## config.mk

```make
export PLATFORM = sky130hd
export DESIGN_NAME = uart_frame_tx
export DESIGN_NICKNAME = d
export VERILOG_FILES = /design/src/rtl/uart_txf_pkg.sv /design/src/rtl/uart_txf_framer.sv /design/src/rtl/uart_txf_seq.sv /design/src/rtl/uart_frame_tx.sv
export SDC_FILE = /design/constraint.sdc
export NUM_CORES = 1
export LEC_CHECK = 0
export ABC_AREA = 1
export BUFFER_PORTS_ARGS = -buffer_cell sky130_fd_sc_hd__buf_4
export CAP_MARGIN = 20
export CORE_MARGIN = 2
export CORE_UTILIZATION = 28
export CTS_CLUSTER_DIAMETER = 100
export DETAILED_ROUTE_END_ITERATION = 6
export GPL_ROUTABILITY_DRIVEN = 1
export MAX_ROUTING_LAYER = met4
export PLACE_DENSITY = 0.48
export REMOVE_ABC_BUFFERS = 1
export SLEW_MARGIN = 20
export SYNTH_ARGS = -nofsm -noshare
export SYNTH_HDL_FRONTEND = slang
export SYNTH_SLANG_ARGS = --single-unit
```

## constraint.sdc

```tcl
create_clock -name clk -period 2.8 [get_ports clk]
set_input_delay 0.56 -clock clk [delete_from_list [all_inputs] [get_ports clk]]
set_output_delay 0.56 -clock clk [all_outputs]
set_load 0.01 [all_outputs]
```

## src/rtl/uart_txf_pkg.sv

```systemverilog
package uart_txf_pkg;

    localparam int MAX_DATA = 9;
    localparam int SER_W    = MAX_DATA + 1;
    localparam int NB_W     = $clog2(SER_W + 1);

    typedef enum logic [1:0] {
        STOP_ONE      = 2'd0,
        STOP_ONE_HALF = 2'd1,
        STOP_TWO      = 2'd2,
        STOP_RSVD     = 2'd3
    } stop_mode_e;

    typedef enum logic [1:0] {
        SQ_IDLE,
        SQ_START,
        SQ_DATA,
        SQ_STOP
    } seq_state_e;

    typedef struct packed {
        logic [SER_W-1:0] bits;   // bit 0 goes out first after the start bit
        logic [NB_W-1:0]  nbits;  // data plus trailing bit count
        stop_mode_e       stop;
    } frame_t;

    function automatic int data_len(input logic nine, input logic [1:0] len);
        return nine ? MAX_DATA : 5 + int'(len);
    endfunction

    function automatic int stop_ticks(input stop_mode_e m, input int tpb);
        case (m)
            STOP_ONE_HALF: return tpb + tpb / 2;
            STOP_TWO:      return 2 * tpb;
            default:       return tpb;
        endcase
    endfunction

endpackage

```

## src/rtl/uart_txf_framer.sv

```systemverilog
module uart_txf_framer
    import uart_txf_pkg::*;
(
    input  logic [MAX_DATA-1:0] data,
    input  logic                addr_flag,
    input  logic [1:0]          len,
    input  logic                nine,
    input  logic                msb_first,
    input  logic [2:0]          par_sel,
    input  logic [1:0]          stop_sel,
    output frame_t              frame
);

    logic [MAX_DATA-1:0] keep;
    logic                odd_ones;
    logic                has_trail;
    logic                trail_bit;
    int                  nd;

    always_comb begin
        nd = data_len(nine, len);
        for (int i = 0; i < MAX_DATA; i++) begin
            keep[i] = (i < nd);
        end
        odd_ones = ^(data & keep);

        has_trail = 1'b1;
        trail_bit = 1'b0;
        case (par_sel)
            3'd0: trail_bit = odd_ones;
            3'd1: trail_bit = ~odd_ones;
            3'd2: trail_bit = 1'b0;
            3'd3: trail_bit = 1'b1;
            3'd5: trail_bit = addr_flag;
            default: has_trail = 1'b0;
        endcase

        frame.bits = '0;
        for (int i = 0; i < MAX_DATA; i++) begin
            if (i < nd) begin
                frame.bits[i] = msb_first ? data[nd - 1 - i] : data[i];
            end
        end
        if (has_trail) begin
            frame.bits[nd] = trail_bit;
        end
        frame.nbits = NB_W'(nd + int'(has_trail));
        frame.stop  = stop_mode_e'(stop_sel);
    end


    always_comb begin
        framer_len_chk: assert (frame.nbits >= NB_W'(5) && frame.nbits <= NB_W'(SER_W))
            else $error("frame length out of range");
    end

endmodule

```

## src/rtl/uart_txf_seq.sv

```systemverilog
module uart_txf_seq
    import uart_txf_pkg::*;
#(
    parameter int TICKS_PER_BIT = 16
) (
    input  logic   clk,
    input  logic   rst,
    input  logic   tick,
    input  logic   load,
    input  frame_t frame_in,
    output logic   txd,
    output logic   busy
);

    localparam int CNT_W = $clog2(2 * TICKS_PER_BIT + 1);

    seq_state_e       state;
    logic [SER_W-1:0] shreg;
    logic [NB_W-1:0]  left;
    stop_mode_e       stop_m;
    logic [CNT_W-1:0] cnt;
    logic [CNT_W-1:0] last_cnt;

    always_comb begin
        if (state == SQ_STOP) begin
            last_cnt = CNT_W'(stop_ticks(stop_m, TICKS_PER_BIT) - 1);
        end else begin
            last_cnt = CNT_W'(TICKS_PER_BIT - 1);
        end
    end

    always_ff @(posedge clk) begin
        if (rst) begin
            state  <= SQ_IDLE;
            shreg  <= '0;
            left   <= '0;
            stop_m <= STOP_ONE;
            cnt    <= '0;
        end else if (state == SQ_IDLE) begin
            if (load) begin
                state  <= SQ_START;
                shreg  <= frame_in.bits;
                left   <= frame_in.nbits;
                stop_m <= frame_in.stop;
                cnt    <= '0;
            end
        end else if (tick) begin
            if (cnt == last_cnt) begin
                cnt <= '0;
                case (state)
                    SQ_START: state <= SQ_DATA;
                    SQ_DATA: begin
                        shreg <= shreg >> 1;
                        left  <= left - 1'b1;
                        if (left == NB_W'(1)) begin
                            state <= SQ_STOP;
                        end
                    end
                    default: state <= SQ_IDLE;
                endcase
            end else begin
                cnt <= cnt + 1'b1;
            end
        end
    end

    assign busy = (state != SQ_IDLE);
    assign txd  = (state == SQ_DATA) ? shreg[0] : (state != SQ_START);


    idle_line_chk: assert property (@(posedge clk) disable iff (rst)
        !busy |-> txd);


    start_low_chk: assert property (@(posedge clk) disable iff (rst)
        $rose(busy) |-> !txd);


    hold_no_tick_chk: assert property (@(posedge clk) disable iff (rst)
        (busy && !tick && !load) |=> $stable(txd));


    cnt_bound_chk: assert property (@(posedge clk) disable iff (rst)
        cnt <= CNT_W'(2 * TICKS_PER_BIT - 1));


    end_in_stop_chk: assert property (@(posedge clk) disable iff (rst)
        $fell(busy) |-> ($past(state) == SQ_STOP && $past(tick)));


    no_reload_chk: assert property (@(posedge clk) disable iff (rst)
        (busy && !tick) |=> $stable(shreg));

endmodule

```

## src/rtl/uart_frame_tx.sv

```systemverilog
module uart_frame_tx
    import uart_txf_pkg::*;
#(
    parameter int TICKS_PER_BIT = 16
) (
    input  logic       clk,
    input  logic       rst,
    input  logic       tick,
    input  logic       in_valid,
    output logic       in_ready,
    input  logic [8:0] in_data,
    input  logic       in_addr,
    input  logic [1:0] cfg_len,
    input  logic       cfg_nine,
    input  logic       cfg_msb_first,
    input  logic [2:0] cfg_parity,
    input  logic [1:0] cfg_stop,
    output logic       txd,
    output logic       busy
);

    frame_t next_frame;
    logic   load;

    uart_txf_framer u_framer (
        .data      (in_data),
        .addr_flag (in_addr),
        .len       (cfg_len),
        .nine      (cfg_nine),
        .msb_first (cfg_msb_first),
        .par_sel   (cfg_parity),
        .stop_sel  (cfg_stop),
        .frame     (next_frame)
    );

    assign in_ready = ~busy;
    assign load     = in_valid & in_ready;

    uart_txf_seq #(
        .TICKS_PER_BIT (TICKS_PER_BIT)
    ) u_seq (
        .clk      (clk),
        .rst      (rst),
        .tick     (tick),
        .load     (load),
        .frame_in (next_frame),
        .txd      (txd),
        .busy     (busy)
    );

endmodule

```

==> metrics.csv, run 1 <==
stage;metric;value;unit
power;ir_drop;0.242;mV
placed_design;preCtsSetupSlack;-0.146;ns
timing;period_share;90.5;%
critical_path;reg2regPathDepth;10;
floorplan;ios;26;
logic_synthesis;synth_area;0.00272;mm²
global_routing;grt-ovfl-total;0;
clock_tree;cts_buffers;3;
timing;final-setup-viol-count;0;
drt;drt-pass1-iter-count;5;
final_layout;final_cell_mix;nand2_1 (129), buf_4 (53), inv_1 (52);
critical_path;cp_common_cell;nand2_1;
logic_synthesis;ys_seq_elements;24;
final_layout;instances_no_fill;608;
power;power_leakage;1.59;nW
timing;slew_violations;0;
critical_path;crit_fanout;6;
clock_tree;clockBufferDepth;2;
logic_synthesis;yosysSeqAreaShare;17.7;%
final_layout;nNetsFinal;531;
critical_path;crit_path_top_delay_cell;ha_1;
critical_path;max_stage_delay;0.30;ns
timing;setup_ws;0.267;ns
logic_synthesis;synth.avg_cell_area;6.23;µm²
critical_path;endpoint;u_seq.shreg[1];
critical_path;reg2reg_slack;0.31;ns
logic_synthesis;synth.distinct_cells;40;
critical_path;cpLargestDelayFamily;adder cells;
critical_path;crit_chain;buf_4, ha_1, nand2_2, ha_2, xnor2_4, buf_4, ha_1, nand2_1, nand2_1, xor2_1, nand3b_1, nand2_1, a21oi_1, nand2_1, nand2_1, a21oi_2;
timing;hold_slack;0.478;ns
status;status;finished, final reports clean;
timing;fmax;395;MHz
floorplan;die_h;102;µm
critical_path;crit_buf_inv;2;
floorplan;die-area;0.0105;mm²
timing;min_period;2.53;ns
global_routing;grt_pass1_wl;13.2;mm
critical_path;r2r_start;u_seq.state[0];
timing;finalClockSkew;0.00297;ns
final_layout;area_growth;19.3;%
power;power.density;658;mW/mm²
timing;max_slew.worst_pin.slew;0.662;ns
clock_tree;hold_buffers;0;
critical_path;worstSetupStartpointType;input pin;
critical_path;crit_type;input pin to flop;
final_layout;drive_gt1_share;17.3;%
critical_path;r2r_end;u_seq.left[0];
critical_path;crit_cells;16;
floorplan;core_area;0.00933;mm²
clock_tree;path_clk_slew;0.08;ns
timing;final-hold-violation-count;0;
placed_design;portBuffers;25;
floorplan;start_util;29.1;%
drt;ant_nets;0;
floorplan;die_w;102;µm
logic_synthesis;yosys_warnings;0;
timing;rsz0062_at_grt;false;
clock_tree;clkSinkCount;24;
drt;drt-initial-drc-count;110;
placed_design;hpwl;6.04;mm
clock_tree;clk_latency;0.27;ns
drt;drt-total-wl;7.48;mm
clock_tree;htree_levels;1;
logic_synthesis;syn_inst;436;
placed_design;place.gp.congestion;0.868;
final_layout;antennaDiodeCount;0;
global_routing;grt_pass1_vias;2765;
drt;drc;0;
critical_path;end_kind;flop;
drt;vias_per_cell;4.71;
critical_path;cp_data_required_time;2.96;ns
floorplan;num_rows;35;
worst_hold_path;hp-class;flop to flop;
final_layout;utilization;34.7;%
job;drv_cap;0;
clock_tree;clockRootBuffer;clkbuf_8;
drt;wire_per_inst;12.3;µm
final_layout;final_common_cell;nand2_1;
global_routing;grt_use_total;15.9;%
global_routing;antenna_found_initial;0;
critical_path;cp.arrival;2.70;ns
clock_tree;cts_tree;built;
timing;setup_tns;0;ns
timing;slew_headroom;55.9;%
placed_design;dp.cells;604;
global_routing;grt_max_degree;20;
final_layout;fillCellCount;1056;
critical_path;cp-startpoint;cfg_len[0];
drt;dr_total_vias;2865;
-- registers in the layout, summed over array words and instances, names as in the netlist --
signal        count
u_seq.stop_m      2
u_seq.state       2
u_seq.cnt         6
u_seq.left        4
u_seq.shreg      10
-- metrics by stage --
step	cell area [µm²]	power [mW]
2_1_floorplan	2620	1.45
3_3_place_gp	3180	1.90
3_5_place_dp	3180	1.90
4_1_cts	3230	2.15
5_1_grt	3240	2.37
6_report	3240	2.13
-- cell usage after synthesis, drive strengths merged --
cell type / n / area share, %
nand2: 134 / 19
inv: 56 / 7.7
a21oi: 43 / 8.6
nand3: 29 / 5.5
nor2: 29 / 4.4
o21ai: 29 / 5.9
ha: 28 / 13
dfxtp: 24 / 18
o211ai: 11 / 3.2
buf: 9 / 2.4
xor2: 8 / 2.6
nand4: 6 / 1.4
clkbuf: 5 / 1.1
nor3: 5 / 0.92
nand3b: 4 / 1.1
a31oi: 3 / 0.69
xnor2: 3 / 1.7
a221oi: 2 / 0.65
or2: 2 / 0.46
a211oi: 1 / 0.28
a21boi: 1 / 0.28
nor3b: 1 / 0.28
nor4: 1 / 0.23
o21a: 1 / 0.28
o31ai: 1 / 0.28
-- area by class of cell --
type	instances	area (µm²)	share of cell area, %
well taps	129	161	4.98
clock buffers	4	55.1	1.70
flip-flops and latches	24	480	14.8
inverters	56	210	6.49
repair buffers	53	398	12.3
multi-input cells	342	1930	59.7
-- worst register-to-register path, delay by kind of cell (launching register included) --
kind	cells	cell delay (ns)
AOI/OAI and AO/OA	4	0.73
buffers and inverters	3	0.55
adders and majority gates	1	0.29
and+or+nand+nor	2	0.42
DFF	1	0.39
-- worst min path at each step --
stage / start / end / cells past startpoint
after detailed placement: u_seq.shreg[2] / u_seq.shreg[2] / 2
final: u_seq.shreg[9] / u_seq.shreg[9] / 2
after floorplan: u_seq.shreg[2] / u_seq.shreg[2] / 2
after CTS: u_seq.shreg[2] / u_seq.shreg[2] / 2
after global routing: u_seq.shreg[9] / u_seq.shreg[9] / 2
after global placement: u_seq.shreg[2] / u_seq.shreg[2] / 2
-- power by group --
group	leakage [nW]	internal (mW)	switching, mW
Clock	0.0288	0.126	0.113
Combinational	1.37	0.511	0.857
Sequential	0.196	0.458	0.0674
-- per-layer routing --
layer / global-route usage, % / wire length (µm) / up-vias
met2: 25.3 / 3340 / 51
met1: 22.0 / 3870 / 1298
li1: - / - / 1510
met5: - / 0 / -
met3: 2.12 / 226 / 6
met4: 2.15 / 48 / 0
-- cells by family after synthesis --
kind of cell               synth area share [%]
xor gates and xnor gates                   4.24
DFF                                        17.7
adders and majority gates                  12.9
and+or+nand+nor                            33.7
buffers and inverters                      11.2
AOI/OAI and AO/OA                          20.2
-- timing repair --
item | 4_1_cts | 5_1_grt
hold endpoints to repair | 0 | 0
setup endpoints to repair | 0 | 3
gates resized for setup | 0 | 2
setup buffers | 0 | 0
Note: power is estimated with default switching activity, not from simulation.
==> run 2, diff against run 1 <==
--- a/config.mk
+++ b/config.mk
@@ -19,4 +19,5 @@
 export SLEW_MARGIN = 20
 export SYNTH_ARGS = -nofsm -noshare
 export SYNTH_HDL_FRONTEND = slang
+export SYNTH_HIERARCHICAL = 1
 export SYNTH_SLANG_ARGS = --single-unit
==> run 2 against run 1 <==
Area after synthesis increased by 4.1%. Critical path type unchanged. Fmax down 4.0%. Non-clock buffer count is 4 higher. Global-route usage fell by 1.8 points. Critical endpoint is now u_seq/shreg[5]. Utilization increased by 0.81 points. Highest routed layer unchanged.
==> metrics.csv, run 2 <==
stage;metric;value;unit
status;status;finished, final reports clean;
drt;vias_per_cell;4.55;
floorplan;die_w;104;µm
timing;fmax;379;MHz
critical_path;worstSetupStartpointType;input pin;
critical_path;end_kind;flop;
power;p_int;1.15;mW
power;pwr-share-clk;14.5;%
power;pwr-share-comb;62.6;%
logic_synthesis;synth.top_cell.area_share;20.1;%
timing;rsz0062_at_grt;true;
logic_synthesis;synthMostInstantiatedCell;nand2_1;
final_layout;fillCellCount;1080;
logic_synthesis;synth.distinct_cells;39;
placed_design;preCtsSetupSlack;-0.362;ns
logic_synthesis;yosys_warnings;6;
drt;dr_total_vias;2861;
final_layout;nNetsFinal;543;
power;netSwitchingFraction;47.0;%
clock_tree;clockBufferDepth;2;
timing;setup_ws;0.162;ns
logic_synthesis;yosys-top-cells-area;nand2_1 (20%), dfxtp_1 (17%), ha_1 (10%);
final_layout;area_growth;22.9;%
final_layout;instances_no_fill;629;
global_routing;antenna_found_initial;0;
timing;min_period;2.64;ns
drt;drc;0;
final_layout;drive_gt1_share;25.8;%
clock_tree;hold_buffers;0;
floorplan;die-area;0.0109;mm²
floorplan;num_rows;36;
timing;finalClockSkew;0.00697;ns
critical_path;cp.arrival;2.85;ns
global_routing;grt-ovfl-total;0;
global_routing;grt_use_total;14.1;%
timing;slew_violations;0;
critical_path;crit_type;input pin to flop;
power;seqPwrFrac;22.9;%
final_layout;top_register;u_seq/shreg;
drt;drt-total-wl;7.32;mm
logic_synthesis;synth-edff-count;0;
final_layout;multi_input_area;0.00209;mm²
drt;ant_nets;0;
logic_synthesis;ys.flop_type;dfxtp_1;
logic_synthesis;syn_inst;451;
final_layout;largest_reg_flops;10;
logic_synthesis;synth_area;0.00283;mm²
drt;drt-pass1-iter-count;4;
clock_tree;cts_buffers;3;
floorplan;die_h;104;µm
drt;wire_per_inst;11.6;µm
critical_path;crit_fanout;2;
global_routing;grt_max_degree;21;
clock_tree;path_clk_slew;0.09;ns
placed_design;portBuffers;25;
logic_synthesis;ys_seq_elements;24;
global_routing;grt_pass1_vias;2699;
clock_tree;htree_levels;1;
logic_synthesis;yosys.area.top_type;nand2_1;
final_layout;antennaDiodeCount;0;
timing;setup_tns;0;ns
final_layout;final_common_cell;nand2_1;
logic_synthesis;async_flop_share;0;%
floorplan;core_area;0.00977;mm²
clock_tree;cts_tree;built;
critical_path;cp_data_required_time;3.01;ns
timing;period_share;94.2;%
logic_synthesis;synth.avg_cell_area;6.27;µm²
worst_hold_path;hp-class;flop to flop;
timing;final-hold-violation-count;0;
timing;final-setup-viol-count;0;
placed_design;hpwl;5.65;mm
logic_synthesis;synthTopCellsByCount;nand2_1 (151), inv_1 (51), nand3_1 (37);
placed_design;place.gp.congestion;0.850;
critical_path;reg2regPathDepth;10;
placed_design;dp.cells;624;
timing;slew_headroom;67.0;%
final_layout;reg_top3;u_seq/shreg x10, u_seq/cnt x6, u_seq/left x4;
floorplan;ios;26;
clock_tree;clk_latency;0.28;ns
worst_hold_path;whs_path_depth;2;
job;drv_cap;0;
power;power.density;626;mW/mm²
final_layout;final_cell_mix;nand2_1 (148), buf_4 (53), inv_1 (46);
power;p_sw;1.02;mW
global_routing;grt_pass1_wl;12.6;mm
clock_tree;clkSinkCount;24;
logic_synthesis;yosysSeqAreaShare;17.0;%
final_layout;regArea;480;µm²
clock_tree;clockRootBuffer;clkbuf_8;
power;power_leakage;1.65;nW
floorplan;start_util;28.9;%
timing;max_slew.worst_pin.slew;0.493;ns
power;ir_drop;0.365;mV
drt;drt-initial-drc-count;104;
run 2: cell types whose count changed after synthesis, moves of 9 or more:
cell,delta
a21oi_1,-9
nand2_1,+21
nand3_1,+9
o21ai_0,-13
o21ai_1,+9
run 2: cell type report:
type / instances / share of cell area, %
Sequential cell: 24 / 13.8
Multi-Input combinational cell: 353 / 60.1
Tap cell: 133 / 4.79
Clock buffer: 3 / 1.19
Clock inverter: 1 / 0.865
Inverter: 58 / 6.34
Timing Repair Buffer: 57 / 12.9
run 2: cell families after synthesis:
family / count (synthesis) / synth area share, %
DFF: 24 / 17.0
xor gates and xnor gates: 14 / 5.00
buffers and inverters: 74 / 13.6
and+or+nand+nor: 245 / 38.9
AOI/OAI and AO/OA: 71 / 15.3
adders and majority gates: 23 / 10.2
run 2: what timing repair did:
item,4_1_cts,5_1_grt
gates resized for setup,8,27
endpoints found under the setup margin,4,9
pin swaps,3,18
buffers inserted,0,1
run 2: metrics by stage:
stage	hold WS, ns	utilization [%]	power [mW]	cell area, µm²
after floorplan	0.435	-	1.37	2660
after CTS	0.468	34.3	2.15	3350
final	0.468	35.5	2.17	3470
after detailed placement	0.454	33.2	1.81	3250
after global placement	0.448	33.2	1.79	3250
after global routing	0.482	35.5	2.39	3470
run 2: layer usage:
metal / track usage (%) / vias up / share of wire (%)
met2: 22.6 / 47 / 46
li1: - / 1526 / -
met3: 1.50 / 6 / 3.6
met5: - / - / 0
met1: 19.3 / 1282 / 50
met4: 2.32 / 0 / 0.83
run 2: power by group through the flow:
| stage | logic (mW) | clock network, mW | registers, mW |
|---|---|---|---|
| 6_report | 1.36 | 0.315 | 0.497 |
| 5_1_grt | 1.55 | 0.329 | 0.510 |
| 4_1_cts | 1.33 | 0.322 | 0.497 |
| 3_5_place_dp | 1.30 | 0 | 0.505 |
| 3_3_place_gp | 1.29 | 0 | 0.502 |
| 2_1_floorplan | 0.878 | 0 | 0.489 |
run 2: final timing paths:
check / from / end / slack [ns]
min reg2reg: u_seq/shreg[0] / u_seq/shreg[0] / 0.47
max: cfg_len[0] / u_seq/shreg[5] / 0.16
min: u_seq/shreg[0] / u_seq/shreg[0] / 0.47
max reg2reg: u_seq/state[0] / u_seq/shreg[6] / 0.61
run 2: critical path: stages:
cell and delay, ns:
buf_8 0.10, ha_4 0.26, inv_2 0.04, nor2_4 0.11
inv_2 0.06, ha_4 0.16, ha_4 0.27, inv_2 0.04
buf_6 0.11, ha_4 0.14, nand2_2 0.05, nand2_2 0.07
xnor2_2 0.18, nand3_1 0.09, o211ai_1 0.12, nand2_1 0.08
nand2_1 0.06, nand2_1 0.05, nand2_1 0.08, nand3_2 0.08
a21oi_2 0.13
==> run 3, diff against run 2 <==
--- a/config.mk
+++ b/config.mk
@@ -15,6 +15,7 @@
 export GPL_ROUTABILITY_DRIVEN = 1
 export MAX_ROUTING_LAYER = met4
 export PLACE_DENSITY = 0.48
+export RECOVER_POWER = 100
 export REMOVE_ABC_BUFFERS = 1
 export SLEW_MARGIN = 20
 export SYNTH_ARGS = -nofsm -noshare
==> run 3 against run 2 <==
Cell count is the same. Critical path depth is the same. Utilization decreased by 0.077 points. Fmax did not move. Register-to-register slack is essentially flat. Sequential share of layout area is essentially flat. Count of clock-buffer cells in the layout did not move. Critical path type unchanged. Wire length about the same. Total power decreased by 0.70%. Worst hold slack stayed put. Design area down 0.22%. Largest power group unchanged.
==> metrics.csv, run 3 (synthesis gave the netlist of run 2 again) <==
stage;metric;value;unit
floorplan;num_rows;36;
drt;wire_per_inst;11.6;µm
clock_tree;cts_tree;built;
power;p_sw;1.02;mW
floorplan;die-area;0.0109;mm²
placed_design;portBuffers;25;
global_routing;grt_most_used_layer;met2;
drt;drt-total-wl;7.32;mm
drt;vias_per_cell;4.55;
power;pwr-share-comb;62.4;%
final_layout;nNetsFinal;543;
floorplan;die_w;104;µm
global_routing;grtUsageMet3;1.50;%
clock_tree;htree_levels;1;
global_routing;antenna_found_initial;0;
final_layout;fillCellCount;1081;
floorplan;die_h;104;µm
final_layout;top_register;u_seq/shreg;
clock_tree;clk_latency;0.28;ns
final_layout;final_cell_mix;nand2_1 (148), buf_4 (51), inv_1 (46);
global_routing;grt_use_total;14.1;%
clock_tree;clkSinkCount;24;
power;ir_drop;0.364;mV
timing;fmax;379;MHz
clock_tree;cts_buffers;3;
timing;max_slew.worst_pin.slew;0.493;ns
critical_path;cp.arrival;2.85;ns
clock_tree;clockBufferDepth;2;
global_routing;grt_util_met2;22.6;%
global_routing;grt-ovfl-total;0;
timing;finalClockSkew;0.00697;ns
final_layout;reg_top3;u_seq/shreg x10, u_seq/cnt x6, u_seq/left x4;
timing;rsz0062_at_grt;true;
clock_tree;clockRootBuffer;clkbuf_8;
final_layout;utilization;35.5;%
drt;drc;0;
drt;ant_nets;0;
timing;setup_tns;0;ns
power;netSwitchingFraction;47.3;%
timing;final-setup-viol-count;0;
floorplan;core_area;0.00977;mm²
timing;slew_violations;0;
drt;drt-pass1-iter-count;4;
placed_design;place.gp.congestion;0.850;
critical_path;cp_data_required_time;3.01;ns
power;power_leakage;1.64;nW
power;power.density;623;mW/mm²
global_routing;met1_usage;19.3;%
final_layout;antennaDiodeCount;0;
floorplan;start_util;28.9;%
global_routing;grt_pass1_vias;2699;
timing;final-hold-violation-count;0;
clock_tree;path_clk_slew;0.09;ns
final_layout;largest_reg_flops;10;
timing;period_share;94.2;%
final_layout;drive_gt1_share;25.4;%
worst_hold_path;hp-class;flop to flop;
power;p_int;1.14;mW
timing;slew_headroom;67.0;%
critical_path;worstSetupStartpointType;input pin;
placed_design;dp.cells;624;
power;pwr-share-clk;14.6;%
critical_path;crit_fanout;2;
critical_path;end_kind;flop;
global_routing;grt_max_degree;21;
final_layout;instances_no_fill;629;
job;drv_cap;0;
timing;min_period;2.64;ns
floorplan;ios;26;
drt;dr_total_vias;2861;
placed_design;hpwl;5.65;mm
power;seqPwrFrac;23.0;%
critical_path;crit_type;input pin to flop;
status;status;finished, final reports clean;
final_layout;final_common_cell;nand2_1;
final_layout;area_growth;22.6;%
global_routing;grt_pass1_wl;12.6;mm
drt;drt-initial-drc-count;104;
run 3: cell types whose count changed in the layout (fill, tap and decap cells not counted), sizes merged:
cell and change:
clkbuf +2, buf -2
run 3: worst paths after layout:
check             depth (start not counted)              to           start  slack [ns]
setup / recovery                         21  u_seq/shreg[5]      cfg_len[0]        0.16
hold / removal                            2  u_seq/shreg[0]  u_seq/shreg[0]        0.47
setup reg to reg                         10  u_seq/shreg[6]  u_seq/state[0]        0.61
hold reg to reg                           2  u_seq/shreg[0]  u_seq/shreg[0]        0.47
run 3: through the flow:
step / setup WS [ns] / area [µm²] / hold WS (ns) / total power, mW
after floorplan: -0.576 / 2660 / 0.435 / 1.37
after global placement: -0.330 / 3250 / 0.448 / 1.79
after detailed placement: -0.362 / 3250 / 0.454 / 1.81
after CTS: -0.0150 / 3350 / 0.468 / 2.15
after global routing: -0.0384 / 3470 / 0.482 / 2.37
final: 0.162 / 3470 / 0.468 / 2.16
run 3: metal layers:
layer	share of wire [%]	up-vias
met2	46	47
met5	0	-
met1	50	1282
li1	-	1526
met3	3.6	6
met4	0.83	0
run 3: worst max-delay path, cell delays in order:
cell,delay (ns)
buf_8,0.10
ha_4,0.26
inv_2,0.04
nor2_4,0.11
inv_2,0.06
ha_4,0.16
ha_4,0.27
inv_2,0.04
buf_6,0.11
ha_4,0.14
nand2_2,0.05
nand2_2,0.07
xnor2_2,0.18
nand3_1,0.09
o211ai_1,0.12
nand2_1,0.08
nand2_1,0.06
nand2_1,0.05
nand2_1,0.08
nand3_2,0.08
a21oi_2,0.13
run 3: area by class of cell:
class	count	area (µm²)	area share, %
repair buffers	57	439	12.7
well taps	133	166	4.80
multi-input cells	353	2090	60.3
clock buffers	3	41.3	1.19
inverters	58	220	6.35
clock inverters	1	30.0	0.866
flip-flops and latches	24	480	13.9
run 3: timing repair:
| item | in CTS | in global routing |
|---|---|---|
| pin swaps | 3 | 18 |
| hold buffers | 0 | 0 |
| setup buffers | 0 | 1 |
| gates resized for setup | 8 | 27 |
| endpoints found under the setup margin | 4 | 9 |
run 3: power by group through the flow:
stage               Combinational, mW  Clock [mW]  Sequential, mW
finish                           1.35       0.315           0.497
global route                     1.53       0.329           0.510
CTS                              1.33       0.322           0.497
detailed placement               1.30           0           0.505
global placement                 1.29           0           0.502
floorplan                       0.878           0           0.489
